### config.mk
export PLATFORM = sky130hd
export DESIGN_NAME = i2c_dac_slave
export DESIGN_NICKNAME = d
export VERILOG_FILES = /design/src/rtl/i2c_dac_slave.sv
export SDC_FILE = /design/constraint.sdc
export NUM_CORES = 1
export LEC_CHECK = 0
export ABC_AREA = 1
export BUFFER_PORTS_ARGS = -buffer_cell sky130_fd_sc_hd__buf_4
export CORE_MARGIN = 4
export CORE_UTILIZATION = 35
export CTS_CLUSTER_DIAMETER = 40
export DETAILED_ROUTE_END_ITERATION = 10
export PLACE_DENSITY_LB_ADDON = 0.05
export SETUP_SLACK_MARGIN = 0.5
export SLEW_MARGIN = 20
export SYNTH_ARGS = -nofsm -noshare
export SYNTH_HDL_FRONTEND = slang
export SYNTH_SLANG_ARGS = --single-unit
### constraint.sdc
create_clock -name clk -period 4.51 [get_ports clk]
set_clock_uncertainty 0.1 [all_clocks]
set_input_delay 0.2255 -clock clk [delete_from_list [all_inputs] [get_ports clk]]
set_output_delay 0.2255 -clock clk [all_outputs]
set_load 0.005 [all_outputs]
### src/rtl/i2c_dac_slave.sv
`timescale 1ns/1ps
module i2c_dac_slave #(
  parameter logic [5:0] ADDR_HI = 6'b001000
) (
  input  logic       clk,
  input  logic       rst_n,
  input  logic       scl_in,
  input  logic       sda_in,
  input  logic       addr_sel,
  input  logic [7:0] rd_byte0,
  input  logic [7:0] rd_byte1,
  output logic       sda_pull,
  output logic [7:0] wr_byte,
  output logic       byte_done,
  output logic       byte_idx,
  output logic       ack_fall
);

  typedef enum logic [1:0] {ST_IDLE, ST_ADDR, ST_WR, ST_RD} st_t;

  st_t        st;
  logic [2:0] scl_q, sda_q;
  logic [3:0] cnt;
  logic [6:0] rx, tx;
  logic       rnw, widx, ridx, start_hi;
  logic [6:0] my_addr;
  logic       sda_s, scl_rise, scl_fall, scl_hi, start_c, stop_c, listening;

  assign my_addr   = {ADDR_HI, addr_sel};
  assign sda_s     = sda_q[1];
  assign scl_rise  = scl_q[1] & ~scl_q[2];
  assign scl_fall  = ~scl_q[1] & scl_q[2];
  assign scl_hi    = scl_q[1] & scl_q[2];
  assign start_c   = scl_hi & sda_q[2] & ~sda_q[1];
  assign stop_c    = scl_hi & ~sda_q[2] & sda_q[1];
  assign listening = (st != ST_IDLE);

  always_ff @(posedge clk or negedge rst_n) begin
    if (!rst_n) begin
      scl_q <= 3'b111;
      sda_q <= 3'b111;
    end else begin
      scl_q <= {scl_q[1:0], scl_in};
      sda_q <= {sda_q[1:0], sda_in};
    end
  end

  always_ff @(posedge clk or negedge rst_n) begin
    if (!rst_n) begin
      st        <= ST_IDLE;
      cnt       <= '0;
      rx        <= '0;
      tx        <= '0;
      rnw       <= 1'b0;
      widx      <= 1'b0;
      ridx      <= 1'b0;
      start_hi  <= 1'b0;
      sda_pull  <= 1'b0;
      wr_byte   <= '0;
      byte_done <= 1'b0;
      byte_idx  <= 1'b0;
      ack_fall  <= 1'b0;
    end else begin
      byte_done <= 1'b0;
      ack_fall  <= 1'b0;
      if (scl_fall) start_hi <= 1'b0;
      if (start_c) begin
        st       <= ST_ADDR;
        cnt      <= '0;
        sda_pull <= 1'b0;
        widx     <= 1'b0;
        start_hi <= 1'b1;
      end else if (stop_c && !start_hi) begin
        st       <= ST_IDLE;
        sda_pull <= 1'b0;
      end else if (st != ST_IDLE) begin
        if (scl_rise) begin
          cnt <= cnt + 4'd1;
          if (cnt < 4'd8) rx <= {rx[5:0], sda_s};
          case (st)
            ST_ADDR: begin
              if (cnt < 4'd7 && sda_s != my_addr[3'd6 - cnt[2:0]]) st <= ST_IDLE;
              else if (cnt == 4'd7) begin
                rnw <= sda_s;
                if (my_addr == 7'd0) st <= ST_IDLE;
              end
            end
            ST_WR: if (cnt == 4'd7) begin
              byte_done <= 1'b1;
              wr_byte   <= {rx, sda_s};
              byte_idx  <= widx;
            end
            ST_RD: if (cnt == 4'd8 && sda_s) st <= ST_IDLE;
            default: ;
          endcase
        end
        if (scl_fall) begin
          if (cnt == 4'd8) begin
            sda_pull <= (st != ST_RD);
          end else if (cnt == 4'd9) begin
            cnt <= '0;
            case (st)
              ST_ADDR: if (rnw) begin
                st       <= ST_RD;
                tx       <= rd_byte0[6:0];
                sda_pull <= ~rd_byte0[7];
                ridx     <= 1'b1;
              end else begin
                st       <= ST_WR;
                sda_pull <= 1'b0;
              end
              ST_WR: begin
                sda_pull <= 1'b0;
                ack_fall <= 1'b1;
                widx     <= ~widx;
              end
              ST_RD: begin
                tx       <= ridx ? rd_byte1[6:0] : rd_byte0[6:0];
                sda_pull <= ridx ? ~rd_byte1[7] : ~rd_byte0[7];
                ridx     <= ~ridx;
              end
              default: ;
            endcase
          end else if (st == ST_RD && cnt != 4'd0) begin
            tx       <= {tx[5:0], 1'b0};
            sda_pull <= ~tx[6];
          end
        end
      end
    end
  end

endmodule

=== Word-level counts from Yosys, hierarchy flattened ===
Cells that the tools add are included.

* Register bits: 42
* Input port bits: 21
* Output and inout bits: 12

* Add/subtract/negate cells: 2
* $lt $le $gt $ge: 3
* Equality and inequality tests: 14
* Mux-type cells: 62
* Bitwise logic cells: 20
* Reduce and logical (&&, ||, !) cells: 25

{| class="wikitable"
|+ Operators by type and width
! cell !! count
|-
| 2-to-1 mux 1 bit || 34
|-
| 2-to-1 mux 4 bit || 7
|-
| 2-to-1 mux 7 bit || 4
|-
| 2-to-1 mux 2 bit || 12
|-
| AND reduction 8 bit || 2
|-
| case mux 7 bit (2 select lines) || 1
|-
| nonzero test 2 bit || 7
|-
| inverter 1 bit || 13
|-
| AND reduction 6 bit || 2
|-
| == test 4 bit (second input constant) || 2
|-
| != test 2 bit (second input constant) || 4
|-
| bitwise AND 1 bit || 7
|-
| logical NOT 7 bit || 1
|-
| != test 7 x 4 -> 1 bit (second input constant) || 1
|-
| AND reduction 7 bit || 1
|-
| nonzero test 3 bit || 2
|-
| AND reduction 5 bit || 1
|-
| nonzero test 5 bit || 1
|-
| adder 4 x 1 -> 4 bit (second input constant) || 1
|-
| == test 2 bit (second input constant) || 2
|-
| == test 4 x 3 -> 1 bit (second input constant) || 1
|-
| logical AND 1 bit || 4
|-
| < comparator 3 x 4 -> 1 bit (second input constant) || 1
|-
| < comparator 4 x 3 -> 1 bit (second input constant) || 1
|-
| 14 further kinds || 14
|}

=== Longest topological paths before layout ===
* Word-level depth: 15
* Depth in mapped cells: 11
* Gate-level depth less buffers: 11

=== Worst setup path before layout ===
No wires, ideal clock.

* Path kind: register -> register
* Start: reg cnt[0]
* End: reg st[0]
* Arrival time: 1.338 ns
* Data required time: 4.290 ns
* Path slack: 2.952 ns
* Cell stages (with the launch flop): 10
* Cells stage by stage: dfrtp_1 -> inv_1 -> ha_1 -> nand3_1 -> inv_2 -> nand2_1 -> a21oi_1 -> nand2_1 -> nand3_1 -> nand2_1

* Longest elaborated chain between the ends: 15

{| class="wikitable"
|+ Ends and longest elaborated chain
! item !! line !! source
|-
| start, declared || 23 || <nowiki>logic [3:0] cnt;</nowiki>
|-
| start signal, assigned || 78 || <nowiki>cnt <= cnt + 4'd1;</nowiki>
|-
| subtractor 3 bit || 82 || <nowiki>if (cnt < 4'd7 && sda_s != my_addr[3'd6 - cnt[2:0]]) st <= ST_IDLE;</nowiki>
|-
| binary-select mux 1 bit (select 3 bit) || 82 ||
|-
| 2-to-1 mux 1 bit (not written as such) || 82 ||
|-
| != test 1 bit || 82 ||
|-
| logical AND 1 bit || 82 ||
|-
| 2-to-1 mux 2 bit || 82 ||
|-
| case mux 2 bit (2 select lines) || 80 || <nowiki>case (st)</nowiki>
|-
| 2-to-1 mux 2 bit || 77 || <nowiki>if (scl_rise) begin</nowiki>
|-
| 2-to-1 mux 2 bit || 102 || <nowiki>case (st)</nowiki>
|-
| 2-to-1 mux 2 bit || 100 || <nowiki>end else if (cnt == 4'd9) begin</nowiki>
|-
| 2-to-1 mux 2 bit || 98 || <nowiki>if (cnt == 4'd8) begin</nowiki>
|-
| 2-to-1 mux 2 bit * || 97 || <nowiki>if (scl_fall) begin</nowiki>
|-
| 2-to-1 mux 2 bit * || 76 || <nowiki>end else if (st != ST_IDLE) begin</nowiki>
|-
| 2-to-1 mux 2 bit * || 73 || <nowiki>end else if (stop_c && !start_hi) begin</nowiki>
|-
| 2-to-1 mux 2 bit * || 67 || <nowiki>if (start_c) begin</nowiki>
|-
| end signal, assigned || 68 || <nowiki>st <= ST_ADDR;</nowiki>
|-
| end signal, assigned || 74 || <nowiki>st <= ST_IDLE;</nowiki>
|-
| end signal, assigned || 82 ||
|-
| end, declared || 21 || <nowiki>st_t st;</nowiki>
|}

Every way passes the cells marked *; elsewhere a longest branch is shown, timed or not. The select of a mux whose other input is x is not followed.
A chain may end at the register's enable or synchronous reset.

=== Worst setup path in the final report ===
* Start: reg cnt[1]
* End: reg st[0]

Same word-level chain as after synthesis.

==> impl_metrics.env <==
export IMPL_outcome="finished, final reports clean"
export IMPL_required_ns=4.60
export IMPL_slew_viol_final=0
export IMPL_grt_pass1_vias=1815
export IMPL_fp_dieH_um=87.4
export IMPL_gp_congestion=0.792
export IMPL_die_area_um2=7640
export IMPL_drv_cap=0
export IMPL_hp_class="in -> reg"
export IMPL_overflow=0
export IMPL_syn_num_nets=280
export IMPL_hold_path_startpoint="rd_byte0[0]"
export IMPL_clk_path_buf_depth=2
export IMPL_synth_simple_gate_area_share_pct=25.2
export IMPL_tightest_slew_ns=0.548
export IMPL_ys_warn_count=0
export IMPL_worstReg2RegEnd="st[0]"
export IMPL_synth_area_leader_cell="dfrtp_1"
export IMPL_grtUsageTotal_pct=13.6
export IMPL_synth_edf_count=0
export IMPL_row_count=28
export IMPL_postRouteAntennaNets=0
export IMPL_dpl_hpwl_um=3370
export IMPL_whs_endpoint="tx[0]"
export IMPL_clkLatencyLatePin_ns=0.30
export IMPL_avgViaCountPerCell=4.58
export IMPL_synth_fa_ha_area_share_pct=2.27
export IMPL_p_total_mw=1.13
export IMPL_grt_max_degree=43
export IMPL_synthMuxAreaShare_pct=0
export IMPL_crit_fanout=13
export IMPL_fin_util_pct=44.1
export IMPL_path_clk_slew_ns=0.09
export IMPL_diodes=0
export IMPL_drt_iter0_markers=55
export IMPL_synthArstFlopShare_pct=100
export IMPL_syn_area_um2=2210
export IMPL_nets=319
export IMPL_setup_viol=0
export IMPL_dpl_cell_count=359
export IMPL_initial_core_util_pct=36.6
export IMPL_cts_root_buffer="clkbuf_8"
export IMPL_cts_tree="yes"
export IMPL_synth_top_cells_by_count="nand2_1 (58), dfrtp_1 (36), inv_1 (26)"
export IMPL_r2r_setup_slack_ns=2.71
export IMPL_cts_sinks=42
export IMPL_hold_violations=0
export IMPL_drc_errors=0
export IMPL_cts_setup_buffers=0
export IMPL_n_fill_cell=625
export IMPL_slew_headroom_pct=63.5
export IMPL_ys_top_cells_by_area="dfrtp_1 (41%), nand2_1 (9.9%), dfstp_2 (7.1%)"
export IMPL_synth_xor_area_share_pct=0.397
export IMPL_h_tree_depth=2
export IMPL_synth_top_family_by_area="simple AND/OR/NAND/NOR gates"
export IMPL_synth_top_area_share_pct=40.8
export IMPL_antenna_found_initial=0
export IMPL_ios=33
export IMPL_pwr_density_cell_nw_per_um2=426
export IMPL_avgSynthCellArea_um2=8.66
export IMPL_fmax_mhz=557
export IMPL_r2r_start="cnt[1]"
export IMPL_drive_gt1_share_pct=30.2
export IMPL_start_kind="flip-flop"
export IMPL_die_w_um=87.4
export IMPL_synth_seq_cells=42
export IMPL_fin_tns_setup_ns=0
export IMPL_dr_pass1_iters=4
export IMPL_crit_path_end_kind="flip-flop"
export IMPL_area_delta_synth_final_pct=20.2
export IMPL_synth_cell_type_count=34
export IMPL_layout_min_cycle_time_ns=1.80
export IMPL_synth_top_flop_cell="dfrtp_1"
export IMPL_wl_um=4570
export IMPL_period_share_pct=39.8
export IMPL_rsz0062_at_grt="false"
export IMPL_stdcell_count=370
export IMPL_worstHoldPathCells=3
export IMPL_critical_path_class="reg -> reg"
export IMPL_yosysSeqAreaShare_pct=47.9
export IMPL_leakagePower_nw=1.37
export IMPL_irDropWorstVdd_v=0.000297
export IMPL_vias=1694
export IMPL_synth_most_common_cell="nand2_1"
export IMPL_synth_compound_area_share_pct=16.5
export IMPL_reg2reg_depth=11
export IMPL_grt_pass1_wl_um=8220
export IMPL_numCtsBuffers=5
export IMPL_io_buffers=32
export IMPL_synthCells=255
export IMPL_coreArea_um2=6030
export IMPL_cp_arrival_ns=1.89
export IMPL_wire_per_inst_um=12.4
worst max-delay path, cell delays in order, from the launching register on:
cell     delay [ns]
dfrtp_1        0.43
inv_1          0.10
ha_1           0.19
nand3_4        0.19
nor2_1         0.19
nand2_1        0.12
inv_2          0.07
nand2_1        0.06
nor2_1         0.09
nor2_1         0.04
nand3_1        0.07
nand2_1        0.05
repair_timing:
action	CTS	global route
resized for setup	0	0
hold buffers	3	0
endpoints found under the setup margin	0	0
endpoints found under the hold margin	38	0
sequential cells by signal, indices dropped and copies added, names as in the netlist:
| signal | flops |
|---|---|
| byte_done | 1 |
| ack_fall | 1 |
| tx | 7 |
| sda_pull | 1 |
| wr_byte | 8 |
| scl_q | 3 |
| cnt | 4 |
| ridx | 1 |
| st | 2 |
| widx | 1 |
| start_hi | 1 |
| byte_idx | 1 |
| sda_q | 3 |
| rnw | 1 |
| rx | 7 |
worst max path at each step:
stage | start | to | slack [ns] | cells after the start
floorplan | cnt[0] | st[0] | 2.95 | 9
global placement | cnt[0] | st[1] | 2.74 | 7
detailed placement | cnt[1] | st[0] | 2.72 | 11
CTS | cnt[1] | st[0] | 2.71 | 11
global route | cnt[1] | st[0] | 2.49 | 11
finish | cnt[1] | st[0] | 2.71 | 11
where the power goes:
part	switching [mW]	internal, mW	total, mW
registers	0.0559	0.443	0.498
clock network	0.142	0.166	0.308
logic	0.205	0.119	0.324
total	0.403	0.728	1.13
cell families after synthesis:
logic type,Yosys count
and+or+nand+nor,116
AOI/OAI and AO/OA,52
DFF,42
buffers and inverters,40
adders and majority gates,4
xor gates and xnor gates,1
area by class of cell:
type / count / area (µm²) / share of cell area [%]
multi-input cells: 173 / 978 / 36.9
inverters: 37 / 141 / 5.33
flip-flops and latches: 42 / 1060 / 39.9
well taps: 75 / 93.8 / 3.53
repair buffers: 35 / 270 / 10.2
clock inverters: 3 / 43.8 / 1.65
clock buffers: 5 / 68.8 / 2.59
placed cells by master, fill, tap and decap left out, types with 2 or more instances in the layout:
| cell | instances |
|---|---|
| a21oi_1 | 5 |
| buf_4 | 32 |
| clkbuf_8 | 5 |
| clkinv_2 | 3 |
| dfrtp_1 | 36 |
| dfstp_2 | 6 |
| dlygate4sd3_1 | 3 |
| ha_1 | 4 |
| inv_1 | 26 |
| inv_2 | 9 |
| nand2_1 | 58 |
| nand2_2 | 5 |
| nand2_4 | 3 |
| nand3_1 | 18 |
| nor2_1 | 24 |
| o211ai_1 | 2 |
| o21ai_0 | 9 |
| o21ai_1 | 13 |
| o21ai_2 | 15 |
| o31ai_1 | 2 |
stage by stage:
| stage | instance area [µm²] | hold slack (ns) | setup slack [ns] |
|---|---|---|---|
| after global routing | 2660 | 0.185 | 2.49 |
| after floorplan | 2210 | -0.170 | 2.95 |
| after detailed placement | 2510 | 0.159 | 2.72 |
| final | 2660 | 0.158 | 2.71 |
| after CTS | 2660 | 0.151 | 2.71 |
| after global placement | 2510 | 0.164 | 2.74 |
layer usage:
metal  wire [µm]  track usage [%]
met1        2300             18.3
met2        2010             21.3
met3         208             3.12
met4          49             4.74
met5           0                0
No activity file was read; power rests on OpenSTA's default activity.
